<file path="config.mk">
export PLATFORM = sky130hd
export DESIGN_NAME = pkt_tx_framer
export DESIGN_NICKNAME = d
export VERILOG_FILES = /design/src/rtl/pkt_tx_pkg.sv /design/src/rtl/pkt_tx_crc.sv /design/src/rtl/pkt_tx_shift.sv /design/src/rtl/pkt_tx_seq.sv /design/src/rtl/pkt_tx_framer.sv
export SDC_FILE = /design/constraint.sdc
export NUM_CORES = 1
export LEC_CHECK = 0
export ABC_CLOCK_PERIOD_IN_PS = 6000
export BUFFER_PORTS_ARGS = -buffer_cell sky130_fd_sc_hd__buf_2
export CORE_MARGIN = 5
export CORE_UTILIZATION = 50
export DETAILED_ROUTE_END_ITERATION = 10
export PLACE_DENSITY = 0.79
export SLEW_MARGIN = 20
export SYNTH_ARGS = -nofsm -noshare
export SYNTH_HDL_FRONTEND = slang
export SYNTH_SLANG_ARGS = --single-unit
</file>
<file path="constraint.sdc">
create_clock -name clk -period 6 [get_ports clk]
set_input_delay 1.5 -clock clk [delete_from_list [all_inputs] [get_ports clk]]
set_output_delay 1.5 -clock clk [all_outputs]
set_load 0.02 [all_outputs]
</file>
<file path="src/rtl/pkt_tx_pkg.sv">
package pkt_tx_pkg;
  localparam int BYTE_W    = 8;
  localparam int CRC_W     = 16;
  localparam int CRC_BYTES = CRC_W / BYTE_W;
  localparam int NFLD      = 5;

  // Field order of a framed packet; the sequencer walks them upward.
  typedef enum logic [2:0] {
    F_PRE  = 3'd0,
    F_SYNC = 3'd1,
    F_HDR  = 3'd2,
    F_PAY  = 3'd3,
    F_CRC  = 3'd4,
    F_END  = 3'd5
  } field_e;

  localparam logic [BYTE_W-1:0] PRE_PATTERN = 8'hAA;
endpackage

</file>
<file path="src/rtl/pkt_tx_crc.sv">
module pkt_tx_crc #(
  parameter int              CRC_W = 16,
  parameter int              DW    = 8,
  parameter logic [CRC_W-1:0] POLY = 16'h1021,
  parameter logic [CRC_W-1:0] INIT = 16'hFFFF
) (
  input  logic             clk,
  input  logic             rst_n,
  input  logic             init,
  input  logic             en,
  input  logic [DW-1:0]    din,
  output logic [CRC_W-1:0] crc
);
  // One byte per enable: a chain of DW single-bit LFSR steps.
  logic [CRC_W-1:0] stage [DW+1];
  assign stage[0] = crc;

  for (genvar i = 0; i < DW; i++) begin : g_bit
    logic fb;
    assign fb         = stage[i][CRC_W-1] ^ din[DW-1-i];
    assign stage[i+1] = {stage[i][CRC_W-2:0], 1'b0} ^ (fb ? POLY : '0);
  end

  always_ff @(posedge clk) begin
    if (!rst_n)     crc <= INIT;
    else if (init)  crc <= INIT;
    else if (en)    crc <= stage[DW];
  end
endmodule

</file>
<file path="src/rtl/pkt_tx_shift.sv">
module pkt_tx_shift #(
  parameter int DW = 8
) (
  input  logic          clk,
  input  logic          rst_n,
  input  logic          clr,
  input  logic          load,
  input  logic          shift,
  input  logic [DW-1:0] din,
  output logic          tx
);
  logic [DW-2:0] rest;

  always_ff @(posedge clk) begin
    if (!rst_n || clr) begin
      tx   <= 1'b0;
      rest <= '0;
    end else if (load) begin
      {tx, rest} <= din;
    end else if (shift) begin
      {tx, rest} <= {rest, 1'b0};
    end
  end
endmodule

</file>
<file path="src/rtl/pkt_tx_seq.sv">
module pkt_tx_seq
  import pkt_tx_pkg::*;
#(
  parameter  int LVL_W      = 8,
  parameter  int PRE_W      = 8,
  parameter  int SYNC_BYTES = 4,
  parameter  int HDR_BYTES  = 2,
  parameter  int ST_W       = 4,
  localparam int SL_W   = (SYNC_BYTES > 1) ? $clog2(SYNC_BYTES) : 1,
  localparam int HI_W   = (HDR_BYTES > 1) ? $clog2(HDR_BYTES) : 1,
  localparam int SYNC_W = BYTE_W * SYNC_BYTES,
  localparam int HDR_W  = BYTE_W * HDR_BYTES,
  localparam int CNT_W  = ((LVL_W > PRE_W) ? LVL_W : PRE_W) + 1
) (
  input  logic              clk,
  input  logic              rst_n,
  input  logic              start,
  input  logic [ST_W-1:0]   start_next,
  input  logic              cfg_frame_en,
  input  logic [PRE_W-1:0]  cfg_pre_bytes,
  input  logic [SL_W-1:0]   cfg_sync_bytes,
  input  logic [SYNC_W-1:0] cfg_sync_word,
  input  logic              cfg_hdr_en,
  input  logic [HDR_W-1:0]  cfg_hdr_word,
  input  logic [LVL_W-1:0]  fifo_level,
  input  logic              fifo_valid,
  input  logic [BYTE_W-1:0] fifo_data,
  input  logic              bit_tick,
  input  logic [CRC_W-1:0]  crc_val,
  output logic              fifo_ready,
  output logic              sh_load,
  output logic              sh_shift,
  output logic              sh_clr,
  output logic [BYTE_W-1:0] cur_byte,
  output logic              crc_init,
  output logic              crc_en,
  output logic              busy,
  output logic              pkt_sent,
  output logic              underflow,
  output logic [ST_W-1:0]   done_state
);
  // Snapshot of everything taken at start
  logic              s_ph, s_hdr;
  logic [PRE_W-1:0]  s_pre;
  logic [SL_W-1:0]   s_sl;
  logic [SYNC_W-1:0] s_sync;
  logic [HDR_W-1:0]  s_hw;
  logic [LVL_W-1:0]  s_lvl;
  logic [ST_W-1:0]   s_ret;

  field_e            field, first_fld, next_fld;
  logic [CNT_W-1:0]  byte_idx;
  logic [2:0]        bit_idx;

  // Effective configuration: live inputs while idle (for the start
  // decision), the snapshot while a packet is running.
  logic              eff_ph, eff_hdr;
  logic [PRE_W-1:0]  eff_pre;
  logic [SL_W-1:0]   eff_sl;
  logic [LVL_W-1:0]  eff_lvl;

  assign eff_ph  = busy ? s_ph  : cfg_frame_en;
  assign eff_hdr = busy ? s_hdr : cfg_hdr_en;
  assign eff_pre = busy ? s_pre : cfg_pre_bytes;
  assign eff_sl  = busy ? s_sl  : cfg_sync_bytes;
  assign eff_lvl = busy ? s_lvl : fifo_level;

  logic [CNT_W-1:0] len_arr [NFLD];
  logic [CNT_W-1:0] cur_len;

  always_comb begin
    len_arr[0] = eff_ph ? ((eff_pre == '0) ? CNT_W'(1) : CNT_W'(eff_pre)) : '0;
    len_arr[1] = eff_ph ? (CNT_W'(eff_sl) + CNT_W'(1)) : '0;
    len_arr[2] = (eff_ph && eff_hdr) ? CNT_W'(HDR_BYTES) : '0;
    len_arr[3] = CNT_W'(eff_lvl);
    len_arr[4] = eff_ph ? CNT_W'(CRC_BYTES) : '0;
  end

  // First non-empty field overall, and first non-empty field after the
  // current one; F_END when none is left.
  always_comb begin
    first_fld = F_END;
    next_fld  = F_END;
    for (int k = NFLD - 1; k >= 0; k--) begin
      if (len_arr[k] != '0) begin
        first_fld = field_e'(k[2:0]);
        if (k > int'(field)) next_fld = field_e'(k[2:0]);
      end
    end
  end

  always_comb begin
    case (field)
      F_PRE:   cur_len = len_arr[0];
      F_SYNC:  cur_len = len_arr[1];
      F_HDR:   cur_len = len_arr[2];
      F_PAY:   cur_len = len_arr[3];
      F_CRC:   cur_len = len_arr[4];
      default: cur_len = '0;
    endcase
  end

  // Byte source for the current field position
  logic [SYNC_W-1:0] sync_sh;
  logic [HDR_W-1:0]  hdr_sh;
  assign sync_sh = s_sync << (BYTE_W * int'(byte_idx[SL_W-1:0]));
  assign hdr_sh  = s_hw   << (BYTE_W * int'(byte_idx[HI_W-1:0]));

  always_comb begin
    case (field)
      F_PRE:   cur_byte = PRE_PATTERN;
      F_SYNC:  cur_byte = sync_sh[SYNC_W-1 -: BYTE_W];
      F_HDR:   cur_byte = hdr_sh[HDR_W-1 -: BYTE_W];
      F_PAY:   cur_byte = fifo_data;
      F_CRC:   cur_byte = byte_idx[0] ? crc_val[BYTE_W-1:0] : crc_val[CRC_W-1 -: BYTE_W];
      default: cur_byte = '0;
    endcase
  end

  logic act, byte_start, starve, at_end;
  assign act        = busy && bit_tick;
  assign at_end     = (field == F_END);
  assign byte_start = (bit_idx == 3'd0);
  assign starve     = (field == F_PAY) && byte_start && !fifo_valid;

  assign fifo_ready = act && (field == F_PAY) && byte_start;
  assign sh_load    = act && !at_end && byte_start && !starve;
  assign sh_shift   = act && !at_end && !byte_start;
  assign sh_clr     = act && (at_end || starve);
  assign crc_init   = !busy && start;
  assign crc_en     = sh_load && ((field == F_HDR) || (field == F_PAY));

  always_ff @(posedge clk) begin
    if (!rst_n) begin
      busy       <= 1'b0;
      pkt_sent   <= 1'b0;
      underflow  <= 1'b0;
      done_state <= '0;
      field      <= F_END;
      byte_idx   <= '0;
      bit_idx    <= '0;
      s_ph       <= 1'b0;
      s_hdr      <= 1'b0;
      s_pre      <= '0;
      s_sl       <= '0;
      s_sync     <= '0;
      s_hw       <= '0;
      s_lvl      <= '0;
      s_ret      <= '0;
    end else begin
      pkt_sent  <= 1'b0;
      underflow <= 1'b0;
      if (!busy) begin
        if (start) begin
          busy     <= 1'b1;
          s_ph     <= cfg_frame_en;
          s_hdr    <= cfg_hdr_en;
          s_pre    <= cfg_pre_bytes;
          s_sl     <= cfg_sync_bytes;
          s_sync   <= cfg_sync_word;
          s_hw     <= cfg_hdr_word;
          s_lvl    <= fifo_level;
          s_ret    <= start_next;
          field    <= first_fld;
          byte_idx <= '0;
          bit_idx  <= '0;
        end
      end else if (bit_tick) begin
        if (at_end) begin
          busy       <= 1'b0;
          pkt_sent   <= 1'b1;
          done_state <= s_ret;
        end else if (starve) begin
          busy      <= 1'b0;
          underflow <= 1'b1;
        end else if (bit_idx == 3'd7) begin
          bit_idx <= '0;
          if (byte_idx == cur_len - CNT_W'(1)) begin
            field    <= next_fld;
            byte_idx <= '0;
          end else begin
            byte_idx <= byte_idx + CNT_W'(1);
          end
        end else begin
          bit_idx <= bit_idx + 3'd1;
        end
      end
    end
  end
endmodule

</file>
<file path="src/rtl/pkt_tx_framer.sv">
module pkt_tx_framer
  import pkt_tx_pkg::*;
#(
  parameter  int              LVL_W      = 8,
  parameter  int              PRE_W      = 8,
  parameter  int              SYNC_BYTES = 4,
  parameter  int              HDR_BYTES  = 2,
  parameter  int              ST_W       = 4,
  parameter  logic [15:0]     CRC_POLY   = 16'h1021,
  parameter  logic [15:0]     CRC_INIT   = 16'hFFFF,
  localparam int SL_W   = (SYNC_BYTES > 1) ? $clog2(SYNC_BYTES) : 1,
  localparam int SYNC_W = 8 * SYNC_BYTES,
  localparam int HDR_W  = 8 * HDR_BYTES
) (
  input  logic              clk,
  input  logic              rst_n,
  input  logic              start,
  input  logic [ST_W-1:0]   start_next,
  input  logic              cfg_frame_en,
  input  logic [PRE_W-1:0]  cfg_pre_bytes,
  input  logic [SL_W-1:0]   cfg_sync_bytes,
  input  logic [SYNC_W-1:0] cfg_sync_word,
  input  logic              cfg_hdr_en,
  input  logic [HDR_W-1:0]  cfg_hdr_word,
  input  logic [LVL_W-1:0]  fifo_level,
  input  logic              fifo_valid,
  input  logic [7:0]        fifo_data,
  output logic              fifo_ready,
  input  logic              bit_tick,
  output logic              tx_data,
  output logic              busy,
  output logic              pkt_sent,
  output logic              underflow,
  output logic [ST_W-1:0]   done_state
);
  logic              sh_load, sh_shift, sh_clr;
  logic              crc_init, crc_en;
  logic [BYTE_W-1:0] cur_byte;
  logic [CRC_W-1:0]  crc_val;

  pkt_tx_seq #(
    .LVL_W(LVL_W), .PRE_W(PRE_W), .SYNC_BYTES(SYNC_BYTES),
    .HDR_BYTES(HDR_BYTES), .ST_W(ST_W)
  ) u_seq (
    .clk(clk), .rst_n(rst_n), .start(start), .start_next(start_next),
    .cfg_frame_en(cfg_frame_en), .cfg_pre_bytes(cfg_pre_bytes),
    .cfg_sync_bytes(cfg_sync_bytes), .cfg_sync_word(cfg_sync_word),
    .cfg_hdr_en(cfg_hdr_en), .cfg_hdr_word(cfg_hdr_word),
    .fifo_level(fifo_level), .fifo_valid(fifo_valid), .fifo_data(fifo_data),
    .bit_tick(bit_tick), .crc_val(crc_val), .fifo_ready(fifo_ready),
    .sh_load(sh_load), .sh_shift(sh_shift), .sh_clr(sh_clr),
    .cur_byte(cur_byte), .crc_init(crc_init), .crc_en(crc_en),
    .busy(busy), .pkt_sent(pkt_sent), .underflow(underflow),
    .done_state(done_state)
  );

  pkt_tx_shift #(.DW(BYTE_W)) u_shift (
    .clk(clk), .rst_n(rst_n), .clr(sh_clr), .load(sh_load),
    .shift(sh_shift), .din(cur_byte), .tx(tx_data)
  );

  pkt_tx_crc #(.CRC_W(CRC_W), .DW(BYTE_W), .POLY(CRC_POLY), .INIT(CRC_INIT)) u_crc (
    .clk(clk), .rst_n(rst_n), .init(crc_init), .en(crc_en),
    .din(cur_byte), .crc(crc_val)
  );
endmodule

</file>
==> flow_summary.json, run 1 <==
{
  "drt_first_pass_iters": 6,
  "slew_viol_final": 0,
  "grt_antenna_before_repair": 0,
  "clkTransAtPathRegs_ns": 0.05,
  "arrival_ns": 4.15,
  "worstPathCellList": "buf_2 > mux2i_2 > nor2_2 > o221ai_1 > nand2_1 > inv_1 > ha_1 > and3_1 > nand4b_1 > o32ai_1 > o2111ai_1 > o21ai_0 > o22ai_1",
  "cts_root_buf": "clkbuf_16",
  "slew_headroom_pct": 30.9,
  "ant_nets": 0,
  "viasPerCell": 5.71,
  "status": "finished clean",
  "wl_per_cell_um": 16.0,
  "rrSetupSlack_ns": 2.33,
  "clockBufferDepth": 2,
  "worstSetupStartpointType": "primary input",
  "regArea_sq_um": 2360,
  "initial_core_util_pct": 51.4,
  "final_layout_size_suffix_gt1_share_pct": 19.8,
  "hold_viol": 0,
  "pin_count": 94,
  "worstMarginPinSlew_ns": 1.03,
  "path_class": "in2reg",
  "clkSinkCount": 118,
  "min-delay-path-class": "reg2reg",
  "end_kind": "register",
  "synthesis.area_sq_um": 6190,
  "post-route-period-util_pct": 64.9,
  "h-tree-depth": 4,
  "dr.first_iter.drc_count": 418,
  "synth_edf_count": 0,
  "post-cts-setup-buffers": 0,
  "layout_min_cycle_time_ns": 3.89,
  "fmaxAchievable_mhz": 257,
  "grt_overflow": 0,
  "num_vias": 5780,
  "synthAdderAreaFrac_pct": 1.21,
  "cts_resized": 0,
  "synthMuxAreaShare_pct": 9.82,
  "vdd_ir_drop_max_uv": 175,
  "grt_pass1_vias": 5424,
  "drcViolationCount": 0,
  "yosysSeqAreaShare_pct": 38.1,
  "syn_to_final_growth_pct": 17.0,
  "skew_ns": 0.00811,
  "grt_pass1_wl_um": 26600,
  "fillers": 1091,
  "nets": 925,
  "io_buffers": 93,
  "ys_warn_count": 0,
  "grt_max_degree": 87,
  "p_leak_nw": 2.87,
  "synth_fp_nets": 859,
  "rsz0062_at_grt": "false",
  "wl_um": 16200,
  "setup_tns_ns": 0,
  "r2r_cells": 12,
  "grt_use_total_pct": 22.5,
  "synthCells": 768,
  "die_y_um": 121,
  "holdBufCountCts": 0,
  "slowest_delay_ns": 0.42,
  "rows": 40,
  "crit_slowest_cell": "mux2i_2",
  "required_ns": 6.26,
  "gp_congestion": 0.962,
  "synth_xor_area_share_pct": 5.86,
  "synth_top_family_by_area": "simple AND/OR/NAND/NOR gates",
  "multi_input_area_sq_um": 3560,
  "synth_cell_type_count": 66,
  "synthFlopType": "dfxtp_1",
  "setup_ws_ns": 2.11,
  "dp_worst_setup_slack_ns": 1.73,
  "min_path_cells": 2,
  "async_reset_ff_share_pct": 0,
  "critPathMaxFanout": 8,
  "max-cap-violations": 0,
  "insertion_delay_ns": 0.42,
  "synth_compound_area_share_pct": 18.1,
  "fp.dieW_um": 121,
  "cts_tree": "yes",
  "synth-seq-cells": 118,
  "cts_made_buffers": 17,
  "die_area_sq_um": 14700,
  "p_per_area_nw_per_um2": 289,
  "hpwl_um": 11300,
  "coreArea_sq_um": 12100,
  "yosys.area_share.simple_pct": 22.4,
  "syn_avg_cell_area_sq_um": 8.07,
  "diodes": 0,
  "setup_violations": 0
}
## critical path, delay by kind of cell
family,cells,cell delay [ns]
compound gates,5,1.08
simple gates,4,0.66
mux,1,0.42
fa+ha+maj,1,0.25
buf+inv,2,0.24
## power breakdown
group / internal, mW / total (mW) / switching, mW / leakage [nW]
Clock: 0.579 / 0.928 / 0.349 / 0.259
Combinational: 0.128 / 0.318 / 0.191 / 1.64
Sequential: 0.819 / 0.847 / 0.0274 / 0.964
Total: 1.53 / 2.09 / 0.567 / 2.87
## cell usage in the layout, fill, tap and decap left out, types with 9 or more instances in the layout
cell         n
nor3_1      18
buf_2       93
nand3_1     18
a21oi_1    100
dfxtp_1    117
nor2_1      37
nand2_1    190
inv_1       11
a211oi_1     9
xnor2_1     25
mux2i_1     29
xor2_1      12
clkbuf_16   17
o211ai_1    14
mux2_2      11
## per-stage QoR
stage | area, sq um | std cells | util (%) | power [mW] | hold WS [ns]
6_report | 7250 | 1012 | 60.1 | 2.09 | 0.451
5_1_grt | 7250 | 1012 | 60.1 | 2.17 | 0.466
4_1_cts | 7250 | 1012 | 60.1 | 2.10 | 0.452
3_5_place_dp | 6710 | 983 | 55.6 | 1.18 | 0.443
3_3_place_gp | 6710 | 983 | 55.6 | 1.17 | 0.437
2_1_floorplan | 6190 | 768 | - | 1.08 | 0.432
## state kept, by name (all words and copies together) (netlist names)
register,flops
u_shift.rest,7
u_seq.s_hw,16
u_seq.s_ph,1
u_seq.busy,1
u_seq.s_sync,32
u_seq.s_sl,2
u_seq.s_hdr,1
u_seq.pkt_sent,1
u_seq.underflow,1
u_seq.byte_idx,9
u_seq.bit_idx,3
u_crc.crc,16
u_seq.field,3
u_seq.s_lvl,8
u_seq.s_ret,4
u_seq.done_state,4
u_shift.tx,1
u_seq.s_pre,8
## per-layer routing
metal	global-route usage (%)	up-vias	wire length, um
met5	0	-	0
met4	9.52	0	335
met3	5.55	35	1170
met2	33.9	234	7380
met1	30.5	2683	7280
li1	-	2828	-
## layout make-up
type | instances | share of cell area, %
repair buffers | 101 | 7.25
well taps | 168 | 2.90
flip-flops and latches | 118 | 32.6
clock inverters | 9 | 1.12
inverters | 12 | 0.622
clock buffers | 20 | 6.30
multi-input cells | 584 | 49.2
## cells in the mapped netlist (8+ instances only)
library cell / instances / area [sq um]
a211oi_1: 9 / 67.6
xnor2_1: 25 / 219
o211ai_1: 14 / 105
nand3_1: 18 / 90.1
inv_1: 12 / 45.0
nor2_2: 8 / 50.1
nand2_1: 191 / 717
o32ai_1: 8 / 70.1
nor3_1: 18 / 90.1
mux4_2: 8 / 180
clkbuf_1: 39 / 146
xor2_1: 12 / 105
mux2_2: 11 / 124
mux2i_1: 29 / 290
nor2_1: 37 / 139
a21oi_1: 100 / 500
dfxtp_1: 118 / 2360
## cell families (layout without fill, tap and decap cells)
kind of cell	after synthesis	after routing
buffers and inverters	66	142
xor gates and xnor gates	39	39
muxes	49	49
adders and majority gates	6	6
DFF	118	118
and+or+nand+nor	314	314
AOI/OAI and AO/OA	176	176
## worst paths after layout
path,startpoint,to
setup / recovery,cfg_frame_en,u_seq.byte_idx[1]
hold / removal,u_seq.s_sync[12],u_seq.s_sync[12]
setup reg to reg,u_seq.busy,u_seq.byte_idx[1]
hold reg to reg,u_seq.s_sync[12],u_seq.s_sync[12]
Note: power is estimated with default switching activity, not from simulation.
==> run 2, diff against run 1 <==
--- a/config.mk
+++ b/config.mk
@@ -5,12 +5,12 @@
 export SDC_FILE = /design/constraint.sdc
 export NUM_CORES = 1
 export LEC_CHECK = 0
-export ABC_CLOCK_PERIOD_IN_PS = 6000
+export ABC_CLOCK_PERIOD_IN_PS = 3500
 export BUFFER_PORTS_ARGS = -buffer_cell sky130_fd_sc_hd__buf_2
 export CORE_MARGIN = 5
 export CORE_UTILIZATION = 50
 export DETAILED_ROUTE_END_ITERATION = 10
-export PLACE_DENSITY = 0.79
+export PLACE_DENSITY = 0.82
 export SLEW_MARGIN = 20
 export SYNTH_ARGS = -nofsm -noshare
 export SYNTH_HDL_FRONTEND = slang
==> constraint.sdc (replaced) <==
create_clock -name clk -period 3.5 [get_ports clk]
set_input_delay 0.875 -clock clk [delete_from_list [all_inputs] [get_ports clk]]
set_output_delay 0.875 -clock clk [all_outputs]
set_load 0.02 [all_outputs]
==> flow_summary.json, run 2 (same netlist as run 1, synthesis figures left out) <==
{
  "rrSetupSlack_ns": 0.28,
  "clkTransAtPathRegs_ns": 0.06,
  "p_leak_nw": 2.97,
  "critPathMaxFanout": 16,
  "grt_antenna_before_repair": 0,
  "hpwl_um": 11300,
  "regArea_sq_um": 2370,
  "setup_tns_ns": 0,
  "reg.largest.list": "u_seq.s_sync (32), u_crc.crc (16), u_seq.s_hw (16)",
  "p_per_area_nw_per_um2": 502,
  "num_vias": 5835,
  "die_area_sq_um": 14700,
  "r2r_cells": 12,
  "fillers": 1008,
  "layout_commonest_cell": "nand2_1",
  "syn_to_final_growth_pct": 20.2,
  "cts_root_buf": "clkbuf_16",
  "pin_count": 94,
  "initial_core_util_pct": 51.4,
  "setup_violations": 0,
  "p_int_mw": 2.70,
  "required_ns": 3.79,
  "clkSinkCount": 118,
  "worst-path-buf-inv": 0,
  "layout_common_cells": "190 x nand2_1, 117 x dfxtp_1, 100 x a21oi_1, 93 x buf_2, 37 x nor2_1",
  "clkPwrFrac_pct": 46.0,
  "grt_pass1_wl_um": 27400,
  "pwr-share-seq_pct": 38.7,
  "fmaxAchievable_mhz": 310,
  "min_path_cells": 2,
  "skew_ns": 0.00988,
  "setup_ws_ns": 0.275,
  "crit_slowest_cell": "dfxtp_4",
  "grt_pass1_vias": 5683,
  "die_y_um": 121,
  "holdBufCountCts": 0,
  "grt_use_total_pct": 22.9,
  "status": "finished clean",
  "grt_overflow": 0,
  "min-delay-path-class": "reg2reg",
  "fp.dieW_um": 121,
  "gp_congestion": 0.960,
  "ant_nets": 0,
  "insertion_delay_ns": 0.42,
  "h-tree-depth": 4,
  "drt_first_pass_iters": 5,
  "combPwrFrac_pct": 15.2,
  "dp_cells": 998,
  "multi_input_area_sq_um": 3570,
  "cts_tree": "yes",
  "hold_viol": 0,
  "cts_resized": 0,
  "critPathTopFamily": "compound AO/OA/AOI/OAI gates",
  "slew_headroom_pct": 49.7,
  "final_layout_size_suffix_gt1_share_pct": 21.7,
  "r2r_end": "u_seq.byte_idx[0]",
  "coreArea_sq_um": 12100,
  "wl_per_cell_um": 16.0,
  "p_sw_mw": 1.04,
  "rsz0062_at_grt": "false",
  "slew_viol_final": 0,
  "nets": 940,
  "post-route-period-util_pct": 92.1,
  "hold_start": "u_shift.rest[0]",
  "wl_um": 16500,
  "slowest_delay_ns": 0.49,
  "timing.rr.start": "u_seq.busy",
  "worstMarginPinSlew_ns": 0.753,
  "finalNonFillerCells": 1030,
  "viasPerCell": 5.67,
  "worstPathCellList": "mux2_2 > ha_1 > nand3b_1 > a211oi_1 > a211oi_2 > ha_2 > and3_1 > nand4b_1 > o32ai_1 > o2111ai_1 > o21ai_0 > o22ai_1",
  "post-cts-setup-buffers": 0,
  "whs_endpoint": "u_shift.rest[0]",
  "clockBufferDepth": 2,
  "vdd_ir_drop_max_uv": 304,
  "rows": 40,
  "hold_ws_ns": 0.451,
  "diodes": 0,
  "worstSetupStartpointType": "register",
  "dr.first_iter.drc_count": 563,
  "end_kind": "register",
  "max-cap-violations": 0,
  "path_class": "reg2reg",
  "utilization_pct": 61.7,
  "regMostFlops": "u_seq.s_sync",
  "grt_max_degree": 74,
  "dp_worst_setup_slack_ns": -0.0695,
  "largest_reg_flops": 32,
  "cts_made_buffers": 17,
  "drcViolationCount": 0,
  "layout_min_cycle_time_ns": 3.22,
  "io_buffers": 93,
  "swShare_pct": 27.7,
  "arrival_ns": 3.51
}
==> run 2: changes by cell type in the layout (fill, tap and decap cells not counted) <==
| cell | change |
|---|---|
| inv_4 | +1 |
| clkinvlp_4 | -1 |
| ha_1 | -1 |
| inv_6 | +4 |
| clkinv_2 | -4 |
| buf_12 | +2 |
| buf_4 | +13 |
| ha_2 | +1 |
| clkbuf_1 | -1 |
| dfxtp_4 | +1 |
| clkbuf_8 | +2 |
| dfxtp_2 | -1 |
| clkinv_4 | +2 |
==> run 2: how the worst max path moves through the flow <==
stage / from / endpoint / slack, ns / cells past startpoint
floorplan: u_seq.busy / u_seq.byte_idx[2] / 0.008 / 16
global placement: cfg_sync_bytes[0] / u_seq.field[0] / 0.04 / 13
detailed placement: cfg_sync_bytes[0] / u_seq.field[0] / -0.07 / 13
CTS: u_seq.busy / u_seq.byte_idx[0] / 0.31 / 12
global route: u_seq.busy / u_seq.byte_idx[0] / 0.03 / 12
finish: u_seq.busy / u_seq.byte_idx[0] / 0.28 / 12
==> run 2: power by group through the flow <==
stage	Sequential (mW)	Combinational, mW	Clock, mW
after global placement	1.47	0.551	0
after detailed placement	1.48	0.557	0
final	1.45	0.569	1.72
after CTS	1.45	0.563	1.73
after global routing	1.46	0.623	1.81
after floorplan	1.46	0.399	0
==> run 2: routing by layer <==
metal	part of all wire [%]	track usage (%)
met1	44	30.7
met2	46	36.2
met3	8.2	5.31
met4	1.8	8.05
met5	0	0
==> run 2: tightest hold or removal path, cell delays in order, from the launching register on <==
cell	delay, ns
dfxtp_1	0.31
nand2_1	0.05
a21oi_1	0.05
==> run 2: area by class of cell <==
class	count	share of cell area, %
Multi-Input combinational cell	584	47.9
Sequential cell	118	31.8
Timing Repair Buffer	116	8.91
Clock buffer	21	6.45
Tap cell	168	2.82
Clock inverter	11	1.51
Inverter	12	0.605
==> run 2: through the flow <==
step	power, mW	area [sq um]
floorplan	1.86	6210
CTS	3.74	7440
finish	3.74	7440
global placement	2.02	6850
detailed placement	2.03	6850
global route	3.89	7440
